<file path="src/rtl/slot_burst_seq.sv">
module slot_burst_seq #(
  parameter int PHD_US   = 206,
  parameter int TXDAT_US = 213,
  parameter int RXON_US  = 175,
  parameter int RXDAT_US = 213,
  parameter int LEN1_US  = 366,
  parameter int LEN3_US  = 1598,
  parameter int LEN5_US  = 2862,
  parameter int HOLD_US  = 6
) (
  input  logic       clk,
  input  logic       rst_n,
  input  logic       tick_us,
  input  logic       slot_pulse,
  input  logic       req_valid,
  input  logic       req_rx,
  input  logic [1:0] req_len,
  input  logic       cfg_phd_hold,
  input  logic       cfg_syn_hold,
  input  logic       hdr_done,
  output logic       synth_on,
  output logic       tx_on,
  output logic       phd_off,
  output logic       rx_on,
  output logic       pkt_on,
  output logic       tx_win,
  output logic       rx_win,
  output logic       req_err
);
  localparam int MAXW = (TXDAT_US > RXDAT_US) ? TXDAT_US : RXDAT_US;
  localparam int CW   = $clog2(MAXW + LEN5_US + HOLD_US + 1);
  localparam logic [CW-1:0] C_PHD  = CW'(PHD_US);
  localparam logic [CW-1:0] C_TXD  = CW'(TXDAT_US);
  localparam logic [CW-1:0] C_RXON = CW'(RXON_US);
  localparam logic [CW-1:0] C_RXD  = CW'(RXDAT_US);
  localparam logic [CW-1:0] C_L1   = CW'(LEN1_US);
  localparam logic [CW-1:0] C_L3   = CW'(LEN3_US);
  localparam logic [CW-1:0] C_L5   = CW'(LEN5_US);
  localparam logic [CW-1:0] C_HOLD = CW'(HOLD_US);
  localparam logic [CW-1:0] C_ONE  = CW'(1);

  logic          armed, run, dir_rx, hold_p, hold_s, hdr_seen;
  logic [1:0]    len_q;
  logic [CW-1:0] cnt;

  logic [CW-1:0] data_len, win_lo, win_end, last;
  logic          main, tail, start, finish;

  assign data_len = (len_q == 2'd0) ? C_L1 : (len_q == 2'd1) ? C_L3 : C_L5;
  assign win_lo   = dir_rx ? C_RXD : C_TXD;
  assign win_end  = win_lo + data_len;
  assign last     = win_end + (((hold_p && !dir_rx) || hold_s) ? C_HOLD : '0);

  assign main   = run && (cnt < win_end);
  assign tail   = run && (cnt >= win_end);
  assign start  = armed && slot_pulse;
  assign finish = run && tick_us && (cnt == last - C_ONE);

  assign synth_on = main || (tail && hold_s);
  assign tx_on    = main && !dir_rx;
  assign phd_off  = run && !dir_rx && (cnt >= C_PHD) && (main || hold_p);
  assign tx_win   = main && !dir_rx && (cnt >= C_TXD);
  assign rx_on    = main && dir_rx && (cnt >= C_RXON);
  assign rx_win   = main && dir_rx && (cnt >= C_RXD);
  assign pkt_on   = rx_win && hdr_seen;

  always_ff @(posedge clk or negedge rst_n) begin
    if (!rst_n) begin
      armed    <= 1'b0;
      run      <= 1'b0;
      dir_rx   <= 1'b0;
      len_q    <= 2'd0;
      hold_p   <= 1'b0;
      hold_s   <= 1'b0;
      hdr_seen <= 1'b0;
      cnt      <= '0;
      req_err  <= 1'b0;
    end else begin
      req_err <= req_valid && (armed || run);
      if (start) begin
        armed    <= 1'b0;
        run      <= 1'b1;
        cnt      <= '0;
        hdr_seen <= 1'b0;
      end else if (finish) begin
        run      <= 1'b0;
        cnt      <= '0;
        hdr_seen <= 1'b0;
      end else begin
        if (run && tick_us) cnt <= cnt + C_ONE;
        if (rx_win && hdr_done) hdr_seen <= 1'b1;
      end
      if (req_valid && !armed && !run) begin
        armed  <= 1'b1;
        dir_rx <= req_rx;
        len_q  <= req_len;
        hold_p <= cfg_phd_hold;
        hold_s <= cfg_syn_hold;
      end
    end
  end
endmodule

</file>
<file path="config.mk">
export PLATFORM = sky130hd
export DESIGN_NAME = slot_burst_seq
export DESIGN_NICKNAME = d
export VERILOG_FILES = /design/src/rtl/slot_burst_seq.sv
export SDC_FILE = /design/constraint.sdc
export NUM_CORES = 1
export LEC_CHECK = 0
export ABC_AREA = 1
export BUFFER_PORTS_ARGS = -buffer_cell sky130_fd_sc_hd__buf_2
export CAP_MARGIN = 10
export CORE_MARGIN = 1
export CORE_UTILIZATION = 53
export CTS_BUF_LIST = sky130_fd_sc_hd__clkbuf_4 sky130_fd_sc_hd__clkbuf_8
export DETAILED_ROUTE_END_ITERATION = 16
export GPL_TIMING_DRIVEN = 0
export PLACE_DENSITY = 0.77
export SLEW_MARGIN = 20
export SYNTH_ARGS = -nofsm -noshare
export SYNTH_HDL_FRONTEND = slang
export SYNTH_SLANG_ARGS = --single-unit
</file>
<file path="constraint.sdc">
create_clock -name clk -period 1.7 [get_ports clk]
set_input_delay 0.34 -clock clk [delete_from_list [all_inputs] [get_ports clk]]
set_output_delay 0.34 -clock clk [all_outputs]
set_load 0.05 [all_outputs]
</file>
==> results.yml, run 1 <==
finish:
  syn_to_final_growth_pct: 33.1
  fill_cells: 167
  fin_nets: 234
  stdcell_count: 242
  num_antenna_cells: 0
  drive_above_1_share: 0.373
logic_synthesis:
  yosysWarningCount: 0
  synth.distinct_cells: 27
  yosysTopAreaCell: "dfrtp_1"
  synth_ff_type: "dfrtp_1"
  synth_edf_count: 0
  synth_common_cells: "nand2_1, nor2_1, inv_1"
  ys_seq_area_frac: 0.369
  synth.top_cell.area_share: 0.369
  synth_nets: 206
  syn_inst: 185
  synth_area_leaders: "dfrtp_1, nand2_1, ha_1"
  ys_ff_latch: 21
  async_flop_share: 1.00
  yosysMostFrequentCell: "nand2_1"
  netlist_area_um2: 1420
  avgSynthCellArea_um2: 7.70
clocking:
  clkSinkCount: 21
  tritoncts: "done"
  cts-htree-levels: 1
  clockBufferDepth: 2
  cts_root_buf: "clkbuf_4"
  cts_buffers: 3
  clkSlewWorstSetupHoldPaths_ns: 0.14
  insertion_delay_ns: 0.32
sta:
  post-route-period-util: 1.42
  final-max-slew-violation-count: 0
  tightestPinTransition_ns: 0.483
  hold_viol_final: 0
  max_freq_mhz: 413
  fin_ws_ns: -0.719
  slew_headroom: 0.678
  rsz0062_at_grt: "yes"
  fin_skew_ns: 0.00348
  finalCriticalPeriod_ns: 2.42
  setup_viol: 21
  fin_hold_ws_ns: 0.209
grt:
  grt_first_pass_wirelength_um: 5450
  grt-ovfl-total: 0
  grt_pass1_vias: 1239
  grt_max_degree: 22
  antenna_found_initial: 0
  grt_util_all_layers: 0.270
pwr:
  p_clk_frac: 0.094
  p_sw_w: 0.00144
  max-vdd-ir-drop_mv: 1.42
  p_comb_frac: 0.613
  p_leak_nw: 0.897
  total_power_w: 0.00287
  power_density_nw_per_um2: 1510
  p_int_w: 0.00143
  swShare: 0.500
  power_frac_seq: 0.292
worst_hold_path:
  hold_class: "input port to register"
worst_setup_path:
  worstPathRequired_ns: 1.36
  crit_arrival_ns: 2.08
  cp_max_fo: 4
  start_kind: "register"
  end_kind: "output port"
  worstSetupPathType: "register to output port"
die:
  chipWidth_um: 53.8
  ioPinCount: 19
  row_count: 18
  start_util: 0.570
  coreArea_um2: 2500
  fp.dieArea_um2: 2900
  die_h_um: 53.8
route:
  drt-total-wl_um: 3730
  wire_per_inst_um: 15.4
  drt-vias-per-instance: 5.44
  antenna_left: 0
  drcViolationCount: 0
  drt-pass1-iter-count: 4
  vias: 1317
  drt_iter0_markers: 25
placed_design:
  dpl.hpwl_um: 2390
  gp_congestion: 0.921
  port_buffers: 18
  dp.cells: 233
outcome:
  status: "complete, but fails checks"
  violations: "setup timing"
job:
  cap_violations: 0
-- metrics by stage --
step / util / setup slack [ns] / instance area (um2) / TNS, ns
5_1_grt: 0.758 / -0.817 / 1900 / -9.31
2_1_floorplan: - / -0.418 / 1470 / -2.29
3_5_place_dp: 0.638 / -0.483 / 1590 / -5.61
6_report: 0.758 / -0.719 / 1900 / -7.52
4_1_cts: 0.715 / -0.724 / 1790 / -6.26
3_3_place_gp: 0.638 / -0.436 / 1590 / -4.48
-- layout make-up --
type                       instances  area, um2  area share
buffer                             2       26.3      0.0139
clock buffer                       3       22.5      0.0119
clock inverter                     1       5.00     0.00264
inverter                          31        121      0.0640
multi-input combinational        131        948       0.500
sequential                        21        528       0.279
tap                               30       37.5      0.0198
timing repair buffer              23        206       0.109
-- final timing paths --
check / startpoint / to / slack, ns / depth (start not counted)
min reg2reg: run / run / 0.55 / 2
min in group asynchronous: rst_n / cnt[1] / 0.49 / 2
max in group asynchronous: rst_n / len_q[1] / 0.86 / 2
max: len_q[0] / tx_win / -0.72 / 11
max reg2reg: len_q[1] / hdr_seen / -0.25 / 11
min: slot_pulse / armed / 0.21 / 2
-- kinds of logic after synthesis --
logic type | synth area share
multiplexers | 0.0158
XOR/XNOR | 0.0308
AO/OA/AOI/OAI | 0.0949
flip-flops | 0.369
AND/OR/NAND/NOR | 0.304
buffers and inverters | 0.0975
adder cells (fa/ha/maj) | 0.0879
-- power groups by stage --
| stage | sequential, W | combinational [W] | clock [W] |
|---|---|---|---|
| detailed placement | 0.000801 | 0.00130 | 0 |
| finish | 0.000839 | 0.00176 | 0.000271 |
| global route | 0.000861 | 0.00189 | 0.000294 |
| CTS | 0.000799 | 0.00153 | 0.000265 |
| global placement | 0.000789 | 0.00125 | 0 |
| floorplan | 0.000781 | 0.00104 | 0 |
-- sequential cells by signal, indices dropped and copies added (netlist names) --
register / cells
dir_rx: 1
cnt: 12
hold_p: 1
hdr_seen: 1
run: 1
req_err: 1
armed: 1
len_q: 2
hold_s: 1
-- cell usage in the layout, fill, tap and decap left out, drive strengths merged, types with 2 or more instances in the layout --
master / instances
mux2: 2
nand2: 39
xor2: 5
nand4: 7
nor2: 32
clkinv: 2
buf: 23
clkbuf: 3
dfrtp: 21
nand3: 7
nor3: 5
a21oi: 13
ha: 10
inv: 30
o21ai: 7
-- routing by layer --
layer,track usage,part of all wire
met5,0,0
met4,0.0833,0.027
met3,0.0339,0.035
met2,0.484,0.54
met1,0.332,0.39
-- worst max-delay path: stages, from the launching register on --
cell     delay (ns)
dfrtp_2        0.47
nor2_4         0.16
inv_2          0.06
ha_4           0.23
nand2_4        0.06
nor2_2         0.05
nand3_2        0.07
nand2_2        0.07
nor2_4         0.14
inv_4          0.07
nor3b_4        0.19
buf_6          0.18
-- repair_timing --
action	in CTS	in global routing
cloned	1	0
setup endpoints to repair	21	21
gates resized for setup	30	21
pin swaps	9	8
hold endpoints to repair	21	0
setup buffers	3	0
hold buffers	1	0
Note: power is estimated with default switching activity, not from simulation.
==> run 2, diff against run 1 <==
- CORE_UTILIZATION: 53 -> 30
- PLACE_DENSITY: 0.77 -> default
==> results.yml, run 2 (synthesis gave the netlist of run 1 again) <==
sta:
  tightestPinTransition_ns: 0.506
  fin_skew_ns: 0.00352
  post-route-period-util: 1.36
  hold_viol_final: 0
  final-max-slew-violation-count: 0
  finalCriticalPeriod_ns: 2.31
  setup_viol: 21
  fin_ws_ns: -0.613
  slew_headroom: 0.663
  rsz0062_at_grt: "yes"
  fin_hold_ws_ns: 0.0351
  max_freq_mhz: 432
die:
  chipWidth_um: 70.9
  ioPinCount: 19
  coreArea_um2: 4440
  row_count: 24
  start_util: 0.320
  die_h_um: 70.9
  fp.dieArea_um2: 5030
clocking:
  clkSinkCount: 21
  insertion_delay_ns: 0.26
  cts_buffers: 3
  cts-htree-levels: 1
  tritoncts: "done"
  cts_root_buf: "clkbuf_8"
  clkSlewWorstSetupHoldPaths_ns: 0.08
  clockBufferDepth: 2
worst_hold_path:
  hold_class: "input port to asynchronous set/reset pin"
finish:
  finalInstanceArea_um2: 1910
  syn_to_final_growth_pct: 34.2
  num_antenna_cells: 0
  regMostFlops: "cnt"
  drive_above_1_share: 0.369
  final_common_cell: "nand2_1"
  fin_util: 0.430
  reg_top3: "cnt: 12 flops, len_q: 2 flops"
  largest_register_ffs: 12
  fill_cells: 429
  final_cell_mix: "nand2_1, inv_1, nor2_1"
  fin_nets: 236
pwr:
  max-vdd-ir-drop_mv: 0.669
  power_density_nw_per_um2: 1490
  p_leak_nw: 0.902
worst_setup_path:
  worstPathRequired_ns: 1.36
  r2r_end: "cnt[3]"
  end_kind: "output port"
  cp_max_fo: 4
  ff2ff_path_depth: 10
  start_kind: "register"
  worstSetupPathType: "register to output port"
  crit_arrival_ns: 1.97
  timing.rr.start: "len_q[0]"
  r2r_slack_ns: -0.18
route:
  drt_iter0_markers: 58
  drcViolationCount: 0
  drt-pass1-iter-count: 10
  drt-total-wl_um: 3300
  antenna_left: 0
  drt-vias-per-instance: 4.71
  vias: 1254
  wire_per_inst_um: 12.4
grt:
  grt_first_pass_wirelength_um: 5470
  grt_pass1_vias: 1182
  grt-ovfl-total: 0
  grt_max_degree: 22
  antenna_found_initial: 0
  grt_util_all_layers: 0.138
placed_design:
  dpl.hpwl_um: 2380
  place_area_um2: 1620
  port_buffers: 18
  gp_congestion: 0.841
outcome:
  violations: "setup timing"
  status: "complete, but fails checks"
job:
  cap_violations: 0
==> run 2: changes by cell type in the layout (fill, tap and decap cells not counted), sizes merged <==
cell / change
buf: +3
bufbuf: -1
clkbuf: +1
dlygate4sd3: -1
==> run 2: worst max path at each step <==
| stage | from | to | slack (ns) | cells after the start |
|---|---|---|---|---|
| 2_1_floorplan | len_q[0] | phd_off | -0.42 | 10 |
| 3_3_place_gp | len_q[0] | tx_win | -0.46 | 11 |
| 3_5_place_dp | len_q[0] | tx_win | -0.48 | 11 |
| 4_1_cts | len_q[1] | tx_win | -0.64 | 10 |
| 5_1_grt | len_q[0] | tx_win | -0.71 | 11 |
| 6_report | len_q[1] | tx_win | -0.61 | 11 |
==> run 2: worst max-delay path: stages (launching register included) <==
cell,delay (ns)
dfrtp_2,0.46
inv_4,0.10
nand2_4,0.07
ha_4,0.25
nand2_4,0.06
nor2_2,0.04
nand3_2,0.07
nand2_2,0.07
nor2_4,0.15
inv_4,0.07
nor3b_4,0.19
buf_6,0.18
==> run 2: power by group <==
part	internal, W	switching (W)
Sequential	0.000656	0.000177
Clock	0.000163	0.000173
Combinational	0.000680	0.000997
==> run 2: per-stage QoR <==
step	worst slack, ns	power, W	std cells	setup TNS (ns)
global route	-0.709	0.00307	266	-7.98
floorplan	-0.418	0.00182	185	-2.29
global placement	-0.462	0.00207	255	-5.09
detailed placement	-0.482	0.00209	255	-5.44
finish	-0.613	0.00285	266	-6.21
CTS	-0.643	0.00258	261	-5.31
==> run 2: final cells by class <==
class / count / area, um2 / area share
plain buffers: 2 / 26.3 / 0.0138
flip-flops and latches: 21 / 528 / 0.276
clock buffers: 3 / 41.3 / 0.0216
repair buffers: 25 / 204 / 0.107
multi-input cells: 131 / 920 / 0.481
well taps: 52 / 65.1 / 0.0341
clock inverters: 1 / 5.00 / 0.00262
inverters: 31 / 121 / 0.0635
==> run 2: per-layer routing <==
| metal | vias to the layer above | wire length [um] | GRT usage |
|---|---|---|---|
| li1 | 645 | - | - |
| met1 | 580 | 1630 | 0.196 |
| met2 | 25 | 1550 | 0.222 |
| met3 | 4 | 103 | 0.0214 |
| met4 | 0 | 19 | 0.0333 |
| met5 | - | 0 | 0 |
==> run 2: what timing repair did <==
item	4_1_cts	5_1_grt
gates resized for setup	23	21
endpoints found under the setup margin	21	21
pin swaps	9	10
hold buffers	0	0
gates cloned	0	1
buffers inserted	2	4
==> run 3, diff against run 2 <==
- ABC_AREA: 1 -> default
==> results.yml, run 3 <==
route:
  drt-total-wl_um: 3100
  drt-pass1-iter-count: 4
  wire_per_inst_um: 13.9
  antenna_left: 0
  drcViolationCount: 0
  drt-vias-per-instance: 4.91
  drt_iter0_markers: 52
  vias: 1096
job:
  cap_violations: 0
logic_synthesis:
  synth.distinct_cells: 39
  syn_inst: 143
  synth_common_cells: "dfrtp_1, nor2_1, nand2_1"
  ys_seq_area_frac: 0.384
  synth_area_leaders: "dfrtp_1, ha_1, nor2_1"
  avgSynthCellArea_um2: 9.57
  ys_ff_latch: 21
  synth.top_cell.area_share: 0.384
  netlist_area_um2: 1370
  yosysTopAreaCell: "dfrtp_1"
  synth_edf_count: 0
  yosysWarningCount: 0
  synth_ff_type: "dfrtp_1"
  synth_nets: 164
  async_flop_share: 1.00
clocking:
  insertion_delay_ns: 0.26
  clkSlewWorstSetupHoldPaths_ns: 0.08
  cts_root_buf: "clkbuf_8"
  clockBufferDepth: 2
  cts_hold_buf: 0
  clkSinkCount: 21
  cts-htree-levels: 1
  tritoncts: "done"
  cts_buffers: 3
outcome:
  status: "complete, but fails checks"
  violations: "setup timing"
worst_setup_path:
  start_kind: "register"
  cpPeakStageDelay_ns: 0.41
  cp_max_fo: 6
  cpMaxStageDelayCell: "dfrtp_1"
  worstPathRequired_ns: 1.36
  cpLargestDelayFamily: "simple AND/OR/NAND/NOR gates"
  crit_arrival_ns: 2.21
  critPathBufInv: 1
  path_cells: "or2_4 -> ha_4 -> nand4bb_4 -> o211ai_1 -> a21oi_4 -> and3_4 -> and2_4 -> buf_8"
  worstSetupPathType: "register to output port"
  end_kind: "output port"
finish:
  largest_register_ffs: 12
  final_cell_mix: "nor2_1, dfrtp_1, buf_2"
  syn_to_final_growth_pct: 33.4
  reg_top3: "cnt: 12 flops, len_q: 2 flops"
  regMostFlops: "cnt"
  fin_nets: 193
  num_antenna_cells: 0
  final_common_cell: "nor2_1"
  drive_above_1_share: 0.380
grt:
  grt-ovfl-total: 0
  antenna_found_initial: 0
  grt_util_all_layers: 0.135
  grt_pass1_vias: 1078
  grt_first_pass_wirelength_um: 5150
  grt_max_degree: 22
sta:
  finalCriticalPeriod_ns: 2.55
  rsz0062_at_grt: "yes"
  tightestPinTransition_ns: 0.660
  max_freq_mhz: 392
  setup_viol: 20
  fin_skew_ns: 0.00484
  post-route-period-util: 1.50
  fin_ws_ns: -0.852
  final-max-slew-violation-count: 0
  slew_headroom: 0.557
  fin_hold_ws_ns: 0.0206
  hold_viol_final: 0
placed_design:
  dpl.hpwl_um: 2130
  port_buffers: 18
  gp_congestion: 0.744
die:
  die_h_um: 69.5
  chipWidth_um: 69.5
  ioPinCount: 19
  coreArea_um2: 4380
  row_count: 24
  fp.dieArea_um2: 4840
  start_util: 0.312
pwr:
  total_power_w: 0.00321
  p_leak_nw: 0.792
  max-vdd-ir-drop_mv: 0.647
  power_density_nw_per_um2: 1760
worst_hold_path:
  hold_class: "input port to asynchronous set/reset pin"
## run 3: cell count changes in the layout (fill, tap and decap cells not counted), sizes merged, moves of 3 or more
| cell | before | now |
|---|---|---|
| nor3 | 5 | 2 |
| inv | 30 | 8 |
| nor2 | 32 | 21 |
| nand3 | 7 | 4 |
| a21oi | 13 | 3 |
| a21o | 0 | 3 |
| nor2b | 0 | 3 |
| nand2 | 39 | 13 |
| xnor2 | 0 | 5 |
| and2 | 0 | 3 |
## run 3: metal layers
metal | track usage | vias up | wire length [um]
li1 | - | 553 | -
met1 | 0.186 | 526 | 1490
met2 | 0.216 | 15 | 1490
met3 | 0.0349 | 2 | 99
met4 | 0.0204 | 0 | 17
met5 | 0 | - | 0
## run 3: cell families after synthesis
group,count (synthesis),share of synthesized area
compound gates,22,0.115
xor+xnor,11,0.0704
fa+ha+maj,10,0.0914
buf+inv,14,0.0722
flops,21,0.384
mux,5,0.0402
simple gates,60,0.227
## run 3: cell type report
type / count / area [um2]
Buffer: 6 / 68.8
Clock buffer: 4 / 48.8
Fill cell: 434 / 2560
Inverter: 8 / 30.0
Multi-Input combinational cell: 108 / 886
Sequential cell: 21 / 528
Tap cell: 52 / 65.1
Timing Repair Buffer: 24 / 199
## run 3: final timing paths
check                                 from  endpoint  slack [ns]  cells past startpoint
worst min register to register    hdr_seen  hdr_seen        0.52                      2
worst max register to register    len_q[1]  hdr_seen       -0.20                      8
max in group asynchronous            rst_n    cnt[0]        1.31                      1
worst max-delay path              len_q[1]    pkt_on       -0.85                      8
min in group clk                req_len[1]  len_q[1]        0.28                      3
worst min-delay path                 rst_n  len_q[1]        0.02                      1
## run 3: power breakdown
part	leakage [nW]	internal, W	switching [W]
clock network	0.0262	0.000183	0.000172
registers	0.260	0.000669	0.000201
logic	0.505	0.000928	0.00106
## run 3: worst reg2reg max path, delay by kind of cell (launching register included)
family / cells / cell delay [ns]
adder cells (fa/ha/maj): 1 / 0.28
AO/OA/AOI/OAI: 2 / 0.40
flip-flops: 1 / 0.41
buffers and inverters: 2 / 0.29
AND/OR/NAND/NOR: 3 / 0.41
## run 3: through the flow
step	TNS [ns]	worst slack, ns	std cells	util	area (um2)
2_1_floorplan	-3.89	-0.736	143	-	1460
3_3_place_gp	-6.82	-0.784	213	0.368	1610
3_5_place_dp	-7.11	-0.807	213	0.368	1610
4_1_cts	-8.00	-0.851	222	0.410	1800
5_1_grt	-9.55	-0.936	223	0.416	1830
6_report	-7.89	-0.852	223	0.416	1830
## run 3: timing repair
| action | 4_1_cts | 5_1_grt |
|---|---|---|
| hold endpoints to repair | 0 | 0 |
| setup buffers | 4 | 1 |
| gates resized for setup | 24 | 7 |
| pin swaps | 6 | 2 |
| endpoints found under the setup margin | 20 | 21 |
| gates cloned | 1 | 0 |
